`config.mk`:
```
export PLATFORM = sky130hd
export DESIGN_NAME = acc8_core
export DESIGN_NICKNAME = d
export VERILOG_FILES = /design/src/rtl/acc8_pkg.sv /design/src/rtl/acc8_alu.sv /design/src/rtl/acc8_regbank.sv /design/src/rtl/acc8_ctrl.sv /design/src/rtl/acc8_core.sv
export SDC_FILE = /design/constraint.sdc
export NUM_CORES = 1
export LEC_CHECK = 0
export BUFFER_PORTS_ARGS = -buffer_cell sky130_fd_sc_hd__buf_2
export CORE_UTILIZATION = 45
export CTS_CLUSTER_SIZE = 16
export DETAILED_ROUTE_END_ITERATION = 10
export GPL_TIMING_DRIVEN = 0
export PLACE_DENSITY = 0.68
export SLEW_MARGIN = 20
export SYNTH_ARGS = -nofsm -noshare
export SYNTH_HDL_FRONTEND = slang
export SYNTH_HIERARCHICAL = 1
export SYNTH_SLANG_ARGS = --single-unit
```
`constraint.sdc`:
```
create_clock -name clk -period 4.15 [get_ports clk]
set_clock_uncertainty 0.1 [all_clocks]
set_input_delay 0.415 -clock clk [delete_from_list [all_inputs] [get_ports clk]]
set_output_delay 0.415 -clock clk [all_outputs]
set_load 0.02 [all_outputs]
```
`src/rtl/acc8_pkg.sv`:
```
`timescale 1ns/1ps
// Package acc8_pkg
// Shared phase and ALU encodings, the control word type and the opcode
// decoder for the accumulator core. Assumes 8-bit opcodes.
package acc8_pkg;

    typedef enum logic [1:0] {
        ST_FETCH  = 2'd0,
        ST_DECODE = 2'd1,
        ST_EXEC   = 2'd2
    } phase_e;

    typedef enum logic [2:0] {
        ALU_PASS = 3'd0,
        ALU_ADDC = 3'd1,
        ALU_OR   = 3'd2,
        ALU_AND  = 3'd3,
        ALU_XOR  = 3'd4,
        ALU_SWAP = 3'd5
    } alu_op_e;

    typedef struct packed {
        logic    two_byte;  // second byte is read during decode
        logic    src_reg;   // operand comes from the register file
        logic    acc_we;    // execute writes the accumulator
        logic    reg_we;    // execute writes a general register
        logic    c_we;      // execute writes carry
        logic    c_alu;     // carry source is the adder
        logic    c_val;     // constant carry value
        logic    is_jmp;    // relative jump
        logic    is_jz;     // jump only on zero accumulator
        alu_op_e op;
    } ctl_s;

    // Map an opcode to its control word; unknown opcodes give all zeros (no-op).
    function automatic ctl_s decode_op(input logic [7:0] opc);
        ctl_s d;
        d = '0;
        case (opc)
            8'h74: begin d.two_byte = 1'b1; d.acc_we = 1'b1; end
            8'h34: begin d.two_byte = 1'b1; d.acc_we = 1'b1; d.op = ALU_ADDC;
                         d.c_we = 1'b1; d.c_alu = 1'b1; end
            8'h80: begin d.two_byte = 1'b1; d.is_jmp = 1'b1; end
            8'h60: begin d.two_byte = 1'b1; d.is_jmp = 1'b1; d.is_jz = 1'b1; end
            8'hC4: begin d.acc_we = 1'b1; d.op = ALU_SWAP; end
            8'hC3: begin d.c_we = 1'b1; d.c_val = 1'b0; end
            8'hD3: begin d.c_we = 1'b1; d.c_val = 1'b1; end
            default: begin
                case (opc[7:3])
                    5'b11101: begin d.src_reg = 1'b1; d.acc_we = 1'b1; end
                    5'b11111: begin d.reg_we = 1'b1; end
                    5'b00111: begin d.src_reg = 1'b1; d.acc_we = 1'b1; d.op = ALU_ADDC;
                                    d.c_we = 1'b1; d.c_alu = 1'b1; end
                    5'b01001: begin d.src_reg = 1'b1; d.acc_we = 1'b1; d.op = ALU_OR;  end
                    5'b01011: begin d.src_reg = 1'b1; d.acc_we = 1'b1; d.op = ALU_AND; end
                    5'b01101: begin d.src_reg = 1'b1; d.acc_we = 1'b1; d.op = ALU_XOR; end
                    default:  d = '0;
                endcase
            end
        endcase
        return d;
    endfunction

endpackage

```
`src/rtl/acc8_alu.sv`:
```
`timescale 1ns/1ps
// Module acc8_alu
// Combinational data ALU: pass, add with carry, OR, AND, XOR and nibble swap.
// Assumes W is even so that the swap splits the word into equal halves.
module acc8_alu
    import acc8_pkg::*;
#(
    parameter int W = 8
) (
    input  logic [W-1:0] a,
    input  logic [W-1:0] b,
    input  logic         cin,
    input  alu_op_e      op,
    output logic [W-1:0] y,
    output logic         cout
);
    localparam int H = W / 2;

    logic [W:0] sum;

    // Full-width sum including the incoming carry.
    always_comb sum = {1'b0, a} + {1'b0, b} + {{W{1'b0}}, cin};

    // Select the result for the requested operation.
    always_comb begin
        cout = 1'b0;
        case (op)
            ALU_PASS: y = b;
            ALU_ADDC: begin y = sum[W-1:0]; cout = sum[W]; end
            ALU_OR:   y = a | b;
            ALU_AND:  y = a & b;
            ALU_XOR:  y = a ^ b;
            ALU_SWAP: y = {a[H-1:0], a[W-1:H]};
            default:  y = a;
        endcase
    end
endmodule

```
`src/rtl/acc8_regbank.sv`:
```
`timescale 1ns/1ps
// Module acc8_regbank
// N general registers of W bits with one write port and one combinational
// read port. Synchronous active-low reset clears every register.
module acc8_regbank #(
    parameter int W = 8,
    parameter int N = 8,
    localparam int SEL_W = $clog2(N)
) (
    input  logic             clk,
    input  logic             rst_n,
    input  logic             we,
    input  logic [SEL_W-1:0] wsel,
    input  logic [W-1:0]     wdata,
    input  logic [SEL_W-1:0] rsel,
    output logic [W-1:0]     rdata
);
    logic [W-1:0] regs [N];

    for (genvar i = 0; i < N; i++) begin : g_reg
        // Register i: clear on reset, load when selected for writing.
        always_ff @(posedge clk) begin
            if (!rst_n)
                regs[i] <= '0;
            else if (we && (wsel == SEL_W'(i)))
                regs[i] <= wdata;
        end
    end

    // Read the selected register.
    always_comb rdata = regs[rsel];
endmodule

```
`src/rtl/acc8_ctrl.sv`:
```
`timescale 1ns/1ps
// Module acc8_ctrl
// Three-phase sequencer (fetch, decode, execute, one clock each) and the
// opcode decoder. Assumes the opcode in ir is stable during decode and execute.
module acc8_ctrl
    import acc8_pkg::*;
(
    input  logic       clk,
    input  logic       rst_n,
    input  logic [7:0] ir,
    output phase_e     phase,
    output ctl_s       ctl
);
    // Step through the three phases; reset returns to fetch.
    always_ff @(posedge clk) begin
        if (!rst_n)
            phase <= ST_FETCH;
        else begin
            case (phase)
                ST_FETCH:  phase <= ST_DECODE;
                ST_DECODE: phase <= ST_EXEC;
                default:   phase <= ST_FETCH;
            endcase
        end
    end

    // Decode the held opcode into control lines.
    always_comb ctl = decode_op(ir);
endmodule

```
`src/rtl/acc8_core.sv`:
```
`timescale 1ns/1ps
// Module acc8_core
// Accumulator-based stored-program core. Reads instructions from an external
// combinational program store (data valid in the same cycle as mem_rd_n low).
// Assumes DATA_W is 8 (opcode encodings are byte-wide) and ADDR_W >= DATA_W.
module acc8_core
    import acc8_pkg::*;
#(
    parameter int DATA_W = 8,
    parameter int ADDR_W = 8,
    parameter int NREG   = 8
) (
    input  logic              clk,
    input  logic              rst_n,
    output logic [ADDR_W-1:0] mem_addr,
    output logic              mem_rd_n,
    input  logic [DATA_W-1:0] mem_data,
    output logic [DATA_W-1:0] acc_out,
    output logic              c_out,
    output logic              z_out
);
    localparam int SEL_W = $clog2(NREG);

    phase_e            phase;
    ctl_s              ctl;
    logic [ADDR_W-1:0] pc_q;
    logic [DATA_W-1:0] ir_q;
    logic [DATA_W-1:0] aux_q;
    logic [DATA_W-1:0] acc_q;
    logic              c_q;
    logic              z_q;
    logic [DATA_W-1:0] reg_rd;
    logic [DATA_W-1:0] alu_y;
    logic              alu_c;
    logic [ADDR_W-1:0] rel_ext;
    logic [ADDR_W-1:0] jmp_tgt;
    logic              jmp_taken;
    logic              rd_decode;

    acc8_ctrl u_ctrl (
        .clk   (clk),
        .rst_n (rst_n),
        .ir    (ir_q[7:0]),
        .phase (phase),
        .ctl   (ctl)
    );

    acc8_regbank #(.W(DATA_W), .N(NREG)) u_regs (
        .clk   (clk),
        .rst_n (rst_n),
        .we    ((phase == ST_EXEC) && ctl.reg_we),
        .wsel  (ir_q[SEL_W-1:0]),
        .wdata (acc_q),
        .rsel  (ir_q[SEL_W-1:0]),
        .rdata (reg_rd)
    );

    acc8_alu #(.W(DATA_W)) u_alu (
        .a    (acc_q),
        .b    (aux_q),
        .cin  (c_q),
        .op   (ctl.op),
        .y    (alu_y),
        .cout (alu_c)
    );

    // Separate relative-jump adder: sign-extend the offset and add to PC.
    always_comb begin
        rel_ext   = ADDR_W'($signed(aux_q));
        jmp_tgt   = pc_q + rel_ext;
        jmp_taken = ctl.is_jmp && (!ctl.is_jz || (acc_q == '0));
        rd_decode = (phase == ST_DECODE) && ctl.two_byte;
    end

    // Bus outputs and visible state.
    assign mem_addr = pc_q;
    assign mem_rd_n = !((phase == ST_FETCH) || rd_decode);
    assign acc_out  = acc_q;
    assign c_out    = c_q;
    assign z_out    = z_q;

    // Program counter: step in fetch and on second-byte reads, load on jumps.
    always_ff @(posedge clk) begin
        if (!rst_n)
            pc_q <= '0;
        else if ((phase == ST_FETCH) || rd_decode)
            pc_q <= pc_q + 1'b1;
        else if ((phase == ST_EXEC) && jmp_taken)
            pc_q <= jmp_tgt;
    end

    // Instruction register and operand register loads.
    always_ff @(posedge clk) begin
        if (!rst_n) begin
            ir_q  <= '0;
            aux_q <= '0;
        end else if (phase == ST_FETCH) begin
            ir_q <= mem_data;
        end else if (phase == ST_DECODE) begin
            if (ctl.two_byte)
                aux_q <= mem_data;
            else if (ctl.src_reg)
                aux_q <= reg_rd;
        end
    end

    // Accumulator and flags update in execute.
    always_ff @(posedge clk) begin
        if (!rst_n) begin
            acc_q <= '0;
            c_q   <= 1'b0;
            z_q   <= 1'b0;
        end else if (phase == ST_EXEC) begin
            if (ctl.acc_we) begin
                acc_q <= alu_y;
                z_q   <= (alu_y == '0);
            end
            if (ctl.c_we)
                c_q <= ctl.c_alu ? alu_c : ctl.c_val;
        end
    end
endmodule

```
# Word-level counts from Yosys, hierarchy flattened
# Memories as Yosys holds them, arrays and structs flattened. A register that Yosys moved wholly into a read port is not among the register bits.
# Cells that the tools add are included.
# op_classes
reduce_logical	36
eq_ne	27
n_mux	57
bitwise	12
add_sub_neg	4
# ops
op	count
2-to-1 mux 8 bit	12
one-hot mux 8 bit (6 select lines)	1
2-to-1 mux 1 bit	34
== test 8 bit (second input constant)	4
== test 3 bit (second input constant)	6
== test 8 x 7 -> 1 bit (second input constant)	2
zero test 8 bit	2
== test 5 x 4 -> 1 bit (second input constant)	3
== test 3 x 2 -> 1 bit (second input constant)	4
logical AND 1 bit	12
one-hot mux 3 bit (4 select lines)	1
OR reduction 4 bit	3
== test 5 bit (second input constant)	2
OR reduction 5 bit	2
adder 8 x 8 -> 9 bit	1
adder 9 x 1 -> 9 bit	1
one-hot mux 3 bit (3 select lines)	1
adder 8 x 1 -> 8 bit (second input constant)	1
adder 8 bit	1
AND 8 bit	1
== test 8 x 6 -> 1 bit (second input constant)	1
bitwise OR 1 bit	8
bitwise OR 8 bit	1
bitwise XOR 8 bit	1
other kinds (20)	31
# word_totals
n_memories	1
out_inout_bits	19
ff_bits	36
wordCells	144
inputBits	10
ram_bits	64
# memory_table
memory	words	word_bits	rd	rd_clocked_by_memory_dff	wr	line_no	rtl
u_regs.regs	8	8	1	1	8	acc8_regbank.sv:18	logic [W-1:0] regs [N];

# Logic depth before layout (Yosys ltp)
# Gate-level depths: netlist (run 1).
# depth
depth_word	9
depth_mapped	17

# By module
# Netlist (run 1), hierarchy kept.
# by_module_without_submodules
mod	cells_each	seq_area_each_um2	instances	area_each_um2
acc8_regbank	196	1921.8	1	2989.1
acc8_core	199	680.7	1	1707.9
acc8_alu	136	0.0	1	980.9
acc8_ctrl	51	40.0	1	371.6

# Worst setup path after synthesis (run 1)
# No wires, ideal clock.
# synth_path
kind	reg2reg
start	reg ir_q[5]
end	reg pc_q[6] (netlist: mem_addr[6])
setup_slack_ps	613
arrival_time_ps	3376
setup_ps	60
required_ps	3990
path_stages_with_launch	18
cell_sequence	dfxtp_1 -> clkbuf_1 -> nand2b_1 -> or4_1 -> a21oi_1 -> buf_2 -> inv_1 -> a21oi_1 -> inv_2 -> nand2b_1 -> ha_1 -> inv_1 -> fa_1 -> nor2b_1 -> o31a_1 -> o21ai_0 -> a2111oi_0 -> a311o_1
# synth_rtl
element	line_no	rtl
start, declared	acc8_core.sv:27	logic [DATA_W-1:0] ir_q;
start signal, assigned	acc8_core.sv:98	ir_q <= mem_data;
end signal, assigned	acc8_core.sv:87	pc_q <= pc_q + 1'b1;
end signal, assigned	acc8_core.sv:89	pc_q <= jmp_tgt;
end, declared	acc8_core.sv:26	logic [ADDR_W-1:0] pc_q;

==> results of run 1 <==
## synthesized netlist by cell type (all sizes together) (4+ instances only)
library cell / instances
nor3: 56
clkbuf: 22
o32ai: 4
nand3: 11
nand2b: 9
ha: 23
mux2: 9
nor2: 27
o22a: 4
o21a: 4
mux4: 17
nand2: 36
a21o: 9
o21ai: 29
a21oi: 37
a211oi: 13
mux2i: 16
nor2b: 7
and2: 9
inv: 37
edfxtp: 64
buf: 21
nor4: 21
dfxtp: 36
## cells by family (layout without fill, tap and decap cells)
| family | Yosys count | count (layout) | synth area share (%) |
|---|---|---|---|
| xor+xnor | 4 | 4 | 0.579 |
| buf+inv | 81 | 125 | 6.18 |
| flops | 100 | 100 | 43.7 |
| mux | 42 | 42 | 11.6 |
| compound gates | 132 | 132 | 15.0 |
| simple gates | 197 | 197 | 17.3 |
| fa+ha+maj | 26 | 26 | 5.75 |
## repair_timing
action,CTS,global route
gates resized for setup,0,5
setup endpoints to repair,0,1
buffers inserted,0,0
## how the worst min path moves through the flow
| stage | start | endpoint | slack [ns] | cells past startpoint |
|---|---|---|---|---|
| final | mem_data[0] | ir_q[0]$_SDFFE_PN0P_ | 0.22 | 3 |
| after global routing | mem_data[0] | ir_q[0]$_SDFFE_PN0P_ | 0.22 | 3 |
| after CTS | mem_data[0] | ir_q[0]$_SDFFE_PN0P_ | 0.20 | 3 |
| after detailed placement | mem_addr[7]$_SDFFE_PN0P_ | mem_addr[7]$_SDFFE_PN0P_ | 0.37 | 2 |
| after global placement | mem_addr[7]$_SDFFE_PN0P_ | mem_addr[7]$_SDFFE_PN0P_ | 0.35 | 2 |
| after floorplan | u_ctrl/phase[1]$_SDFF_PN0_ | u_ctrl/phase[0]$_SDFF_PN0_ | 0.35 | 1 |
## power by group
group          internal (mW)  switching (mW)
registers               1.09          0.0298
clock network          0.471           0.378
logic                  0.119           0.178
## sequential cells by signal, indices dropped and copies added (netlist names)
register,count
acc_out,8
aux_q,8
c_out,1
mem_addr,8
ir_q,8
u_ctrl/phase,2
z_out,1
u_regs/regs,64
## through the flow
step	instances	hold slack [ns]	util [%]
final	798	0.218	52.2
after global routing	798	0.215	52.2
after CTS	798	0.204	52.1
after detailed placement	782	0.366	49.8
after global placement	782	0.352	49.7
after floorplan	582	0.347	-
## worst max-delay path, delay by kind of cell, from the launching register on
| kind | cells | cell delay (ns) |
|---|---|---|
| flops | 1 | 0.31 |
| compound gates | 6 | 1.16 |
| buf+inv | 5 | 0.65 |
| fa+ha+maj | 2 | 0.59 |
| simple gates | 4 | 0.95 |
## layout make-up
type	count	area, um2
clock buffer	9	225
inverter	38	143
sequential	100	2640
clock inverter	7	73.8
timing repair buffer	28	140
buffer	43	234
tap	172	215
multi-input combinational	401	3050
fill	1148	6150
## per-layer routing
metal / wire length, um / track usage (%) / vias up
li1: - / - / 2288
met1: 6520 / 29.2 / 2344
met2: 7990 / 40.3 / 192
met3: 898 / 3.49 / 25
met4: 274 / 8.81 / 0
met5: 0 / 0 / -
==> results.sh, run 1 <==
export IMPL_p_leak_nw=2.45
export IMPL_final_cell_mix="edfxtp_1 (64), nor3_1 (55), buf_2 (40)"
export IMPL_max_freq_mhz=261
export IMPL_syn_inst=582
export IMPL_numClockSinks=100
export IMPL_place_area_um2=6410
export IMPL_criticalPathCategory="reg -> reg"
export IMPL_grt_max_degree=18
export IMPL_synth_enable_flop_cells=64
export IMPL_antenna_found_initial=0
export IMPL_synth_top_area_share_pct=31.8
export IMPL_arrival_ns=4.02
export IMPL_n_antenna_cell=0
export IMPL_drive_gt1_share_pct=14.1
export IMPL_crit_start="ir_q[5]$_SDFFE_PN0P_"
export IMPL_dr_pass1_iters=6
export IMPL_io_pins=29
export IMPL_setup_ws_ns=0.322
export IMPL_fin_setup_tns_ns=0
export IMPL_grt_pass1_wl_um=24900
export IMPL_worstPathMaxFanout=10
export IMPL_drt_wirelength_per_cell_um=19.7
export IMPL_cts_hold_buf=0
export IMPL_finalCritPeriodShare_pct=92.3
export IMPL_crit_path_end="mem_addr[6]$_SDFFE_PN0P_"
export IMPL_fp_row_count=41
export IMPL_r2r_slack_ns=0.32
export IMPL_finalHoldViolCount=0
export IMPL_cp_start_kind="register"
export IMPL_synth_top_cell_by_area="edfxtp_1"
export IMPL_reg2reg_depth=17
export IMPL_cts_tree="built"
export IMPL_status="completed"
export IMPL_p_total_mw=2.27
export IMPL_ys_flop_type="edfxtp_1"
export IMPL_root_buffer="clkbuf_16"
export IMPL_fin_area_um2=6720
export IMPL_place_detailed_hpwl_um=11300
export IMPL_synth_seq_cells=100
export IMPL_route_detailed_drc=0
export IMPL_via_per_inst=6.08
export IMPL_maxSlewViolCount=0
export IMPL_globalplace_congestion=0.920
export IMPL_tightest_slew_ns=0.939
export IMPL_start_util_pct=47.0
export IMPL_rsz0062_at_grt="false"
export IMPL_cap_violations=0
export IMPL_async_flop_share_pct=0
export IMPL_worstPathCellList="clkbuf_1, nand2b_2, or4_1, a21oi_1, buf_4, inv_1, a21oi_2, inv_2, nand2b_1, ha_1, inv_1, fa_1, nor2b_1, o31a_1, o21ai_0, a2111oi_1, a311o_1"
export IMPL_core_um2=12900
export IMPL_max_stage_delay_ns=0.41
export IMPL_cts_made_buffers=9
export IMPL_die_h_um=118
export IMPL_gr_total_overflow=0
export IMPL_period_needed_ns=3.83
export IMPL_r2r_start="ir_q[5]$_SDFFE_PN0P_"
export IMPL_clkLatencyLatePin_ns=0.35
export IMPL_syn_area_per_cell_um2=10.4
export IMPL_synth_nets=618
export IMPL_slowest_stage="or4_1"
export IMPL_synthTopCellsByArea="edfxtp_1 (32%), dfxtp_1 (12%), mux4_1 (6.5%)"
export IMPL_nets=657
export IMPL_vias=4849
export IMPL_design_die_area_um2=13900
export IMPL_syn_area_um2=6050
export IMPL_drt_initial_drc_count=314
export IMPL_layout_commonest_cell="edfxtp_1"
export IMPL_drt_wl_total_um=15700
export IMPL_die_w_um=118
export IMPL_ys_warn_count=6
export IMPL_worst_path_most_repeated_cell="inv_1"
export IMPL_grt_pass1_vias=4718
export IMPL_io_buffer_count=28
export IMPL_worstSetupEndpointType="register"
export IMPL_power_density_nw_per_um2=337
export IMPL_setup_viol=0
export IMPL_worstPathRequired_ns=4.34
export IMPL_r2r_end="mem_addr[6]$_SDFFE_PN0P_"
export IMPL_hold_class="in -> reg"
export IMPL_grtUsageTotal_pct=23.3
export IMPL_cts_htree_levels=3
export IMPL_antenna_left=0
export IMPL_place_ws_ns=0.187
export IMPL_yosysSeqAreaShare_pct=43.7
export IMPL_area_growth_pct=11.1
export IMPL_irDropWorstVdd_v=0.000298
export IMPL_path_clk_slew_ns=0.07
export IMPL_cts_buffer_depth=2
export IMPL_relSlewSlack_pct=36.8
export IMPL_synth_cell_types=74
Note: power is estimated with default switching activity, not from simulation.
==> inputs of run 2 (changes only) <==
CTS_BUF_LIST = sky130_fd_sc_hd__clkbuf_4 sky130_fd_sc_hd__clkbuf_8   (was default)
==> run 2 against run 1 <==
Final cell count unchanged. Worst setup slack worse by 0.0035 ns. Non-clock buffer count unchanged. Worst hold slack worse by 0.045 ns. Highest routed layer unchanged. Fmax about the same. Sequential share of layout area up 0.60 points. Sequential cell count unchanged. Register-to-register slack about the same. First-iteration DRC count up 4.8%. Die area unchanged. Power down 9.2%. Clock power down 24%.
==> results.sh, run 2 (synthesis results as in run 1) <==
export IMPL_tightest_slew_ns=0.933
export IMPL_drive_gt1_share_pct=14.1
export IMPL_via_per_inst=6.12
export IMPL_rsz0062_at_grt="false"
export IMPL_cts_tree="built"
export IMPL_maxSlewViolCount=0
export IMPL_die_h_um=118
export IMPL_criticalPathCategory="reg -> reg"
export IMPL_layout_commonest_cell="edfxtp_1"
export IMPL_setup_viol=0
export IMPL_cts_made_buffers=9
export IMPL_worst_path_most_repeated_cell="inv_1"
export IMPL_fillCellCount=1155
export IMPL_cp_start_kind="register"
export IMPL_cts_repair_resized=0
export IMPL_vias=4887
export IMPL_r2r_start="ir_q[5]$_SDFFE_PN0P_"
export IMPL_io_pins=29
export IMPL_critPathTopFamily="compound AO/OA/AOI/OAI gates"
export IMPL_cts_buffer_depth=2
export IMPL_antenna_found_initial=0
export IMPL_status="completed"
export IMPL_design_die_area_um2=13900
export IMPL_path_clk_slew_ns=0.09
export IMPL_slowest_stage="or4_1"
export IMPL_cap_violations=0
export IMPL_fp_row_count=41
export IMPL_worstPathCellList="clkbuf_1, nand2b_2, or4_1, a21oi_1, buf_4, inv_1, a21oi_2, inv_2, nand2b_1, ha_1, inv_1, fa_1, nor2b_1, o31a_1, o21ai_0, a2111oi_1, a311o_1"
export IMPL_max_stage_delay_ns=0.41
export IMPL_drt_wl_total_um=15700
export IMPL_cp_num_buf_inv=5
export IMPL_numClockSinks=100
export IMPL_top_register="u_regs/regs"
export IMPL_finalCritPeriodShare_pct=92.3
export IMPL_final_cell_mix="edfxtp_1 (64), nor3_1 (55), buf_2 (40)"
export IMPL_p_leak_nw=2.40
export IMPL_drt_wirelength_per_cell_um=19.7
export IMPL_power_density_nw_per_um2=311
export IMPL_n_antenna_cell=0
export IMPL_fin_setup_tns_ns=0
export IMPL_core_um2=12900
export IMPL_grt_pass1_vias=4699
export IMPL_fin_area_um2=6620
export IMPL_root_buffer="clkbuf_8"
export IMPL_antenna_left=0
export IMPL_worstHoldPathCells=3
export IMPL_area_growth_pct=9.47
export IMPL_period_needed_ns=3.83
export IMPL_clkLatencyLatePin_ns=0.39
export IMPL_worstPathMaxFanout=10
export IMPL_globalplace_congestion=0.920
export IMPL_reg2reg_depth=17
export IMPL_grt_max_degree=18
export IMPL_die_w_um=118
export IMPL_dr_pass1_iters=5
export IMPL_start_util_pct=47.0
export IMPL_crit_start="ir_q[5]$_SDFFE_PN0P_"
export IMPL_arrival_ns=4.07
export IMPL_min_delay_start="mem_data[0]"
export IMPL_p_total_mw=2.06
export IMPL_largest_reg_flops=64
export IMPL_cts_hold_buf=0
export IMPL_nets=657
export IMPL_max_freq_mhz=261
export IMPL_place_detailed_hpwl_um=11300
export IMPL_irDropWorstVdd_v=0.000256
export IMPL_cts_htree_levels=3
export IMPL_worstPathRequired_ns=4.38
export IMPL_final_util_pct=51.4
export IMPL_cts_setup_buffers=0
export IMPL_worstSetupEndpointType="register"
export IMPL_relSlewSlack_pct=37.2
export IMPL_grtUsageTotal_pct=23.4
export IMPL_route_detailed_drc=0
export IMPL_gr_total_overflow=0
export IMPL_finalHoldViolCount=0
export IMPL_hold_class="in -> reg"
export IMPL_drt_initial_drc_count=329
export IMPL_io_buffer_count=28
export IMPL_grt_pass1_wl_um=24900
export IMPL_place_area_um2=6410
export IMPL_cp_depth=17
## run 2: cell type report
| class | instances | area, um2 | share of cell area, % |
|---|---|---|---|
| clock buffers | 9 | 124 | 1.87 |
| flip-flops and latches | 100 | 2640 | 39.9 |
| plain buffers | 43 | 234 | 3.53 |
| multi-input cells | 401 | 3050 | 46.1 |
| clock inverters | 7 | 73.8 | 1.11 |
| inverters | 38 | 143 | 2.15 |
| well taps | 172 | 215 | 3.25 |
| repair buffers | 28 | 140 | 2.12 |
## run 2: path summary, 6_finish.rpt
path              slack (ns)                  endpoint
setup / recovery        0.32  mem_addr[6]$_SDFFE_PN0P_
setup reg to reg        0.32  mem_addr[6]$_SDFFE_PN0P_
hold / removal          0.17      ir_q[0]$_SDFFE_PN0P_
hold reg to reg         0.37  mem_addr[7]$_SDFFE_PN0P_
## run 2: stage by stage
stage,std cells,setup slack (ns),hold WS [ns]
2_1_floorplan,582,0.613,0.347
3_3_place_gp,782,0.317,0.352
3_5_place_dp,782,0.187,0.366
4_1_cts,798,0.164,0.159
5_1_grt,798,0.0715,0.161
6_report,798,0.318,0.173
## run 2: where the power goes
| group | internal, mW | switching (mW) |
|---|---|---|
| Clock | 0.282 | 0.360 |
| Combinational | 0.119 | 0.178 |
| Sequential | 1.09 | 0.0297 |
## run 2: per-layer routing
metal / up-vias / wire (um) / part of all wire (%) / track usage, %
li1: 2291 / - / - / -
met1: 2391 / 6700 / 43 / 29.3
met2: 179 / 7920 / 50 / 40.1
met3: 26 / 791 / 5.0 / 4.36
met4: 0 / 304 / 1.9 / 8.01
met5: - / 0 / 0 / 0
## run 2: worst register-to-register path, cell delays in order, from the launching register on
cell	delay, ns
dfxtp_1	0.32
clkbuf_1	0.18
nand2b_2	0.28
or4_1	0.41
a21oi_1	0.16
buf_4	0.22
inv_1	0.07
a21oi_2	0.17
inv_2	0.11
nand2b_1	0.10
ha_1	0.19
inv_1	0.07
fa_1	0.40
nor2b_1	0.17
o31a_1	0.16
o21ai_0	0.10
a2111oi_1	0.40
a311o_1	0.17
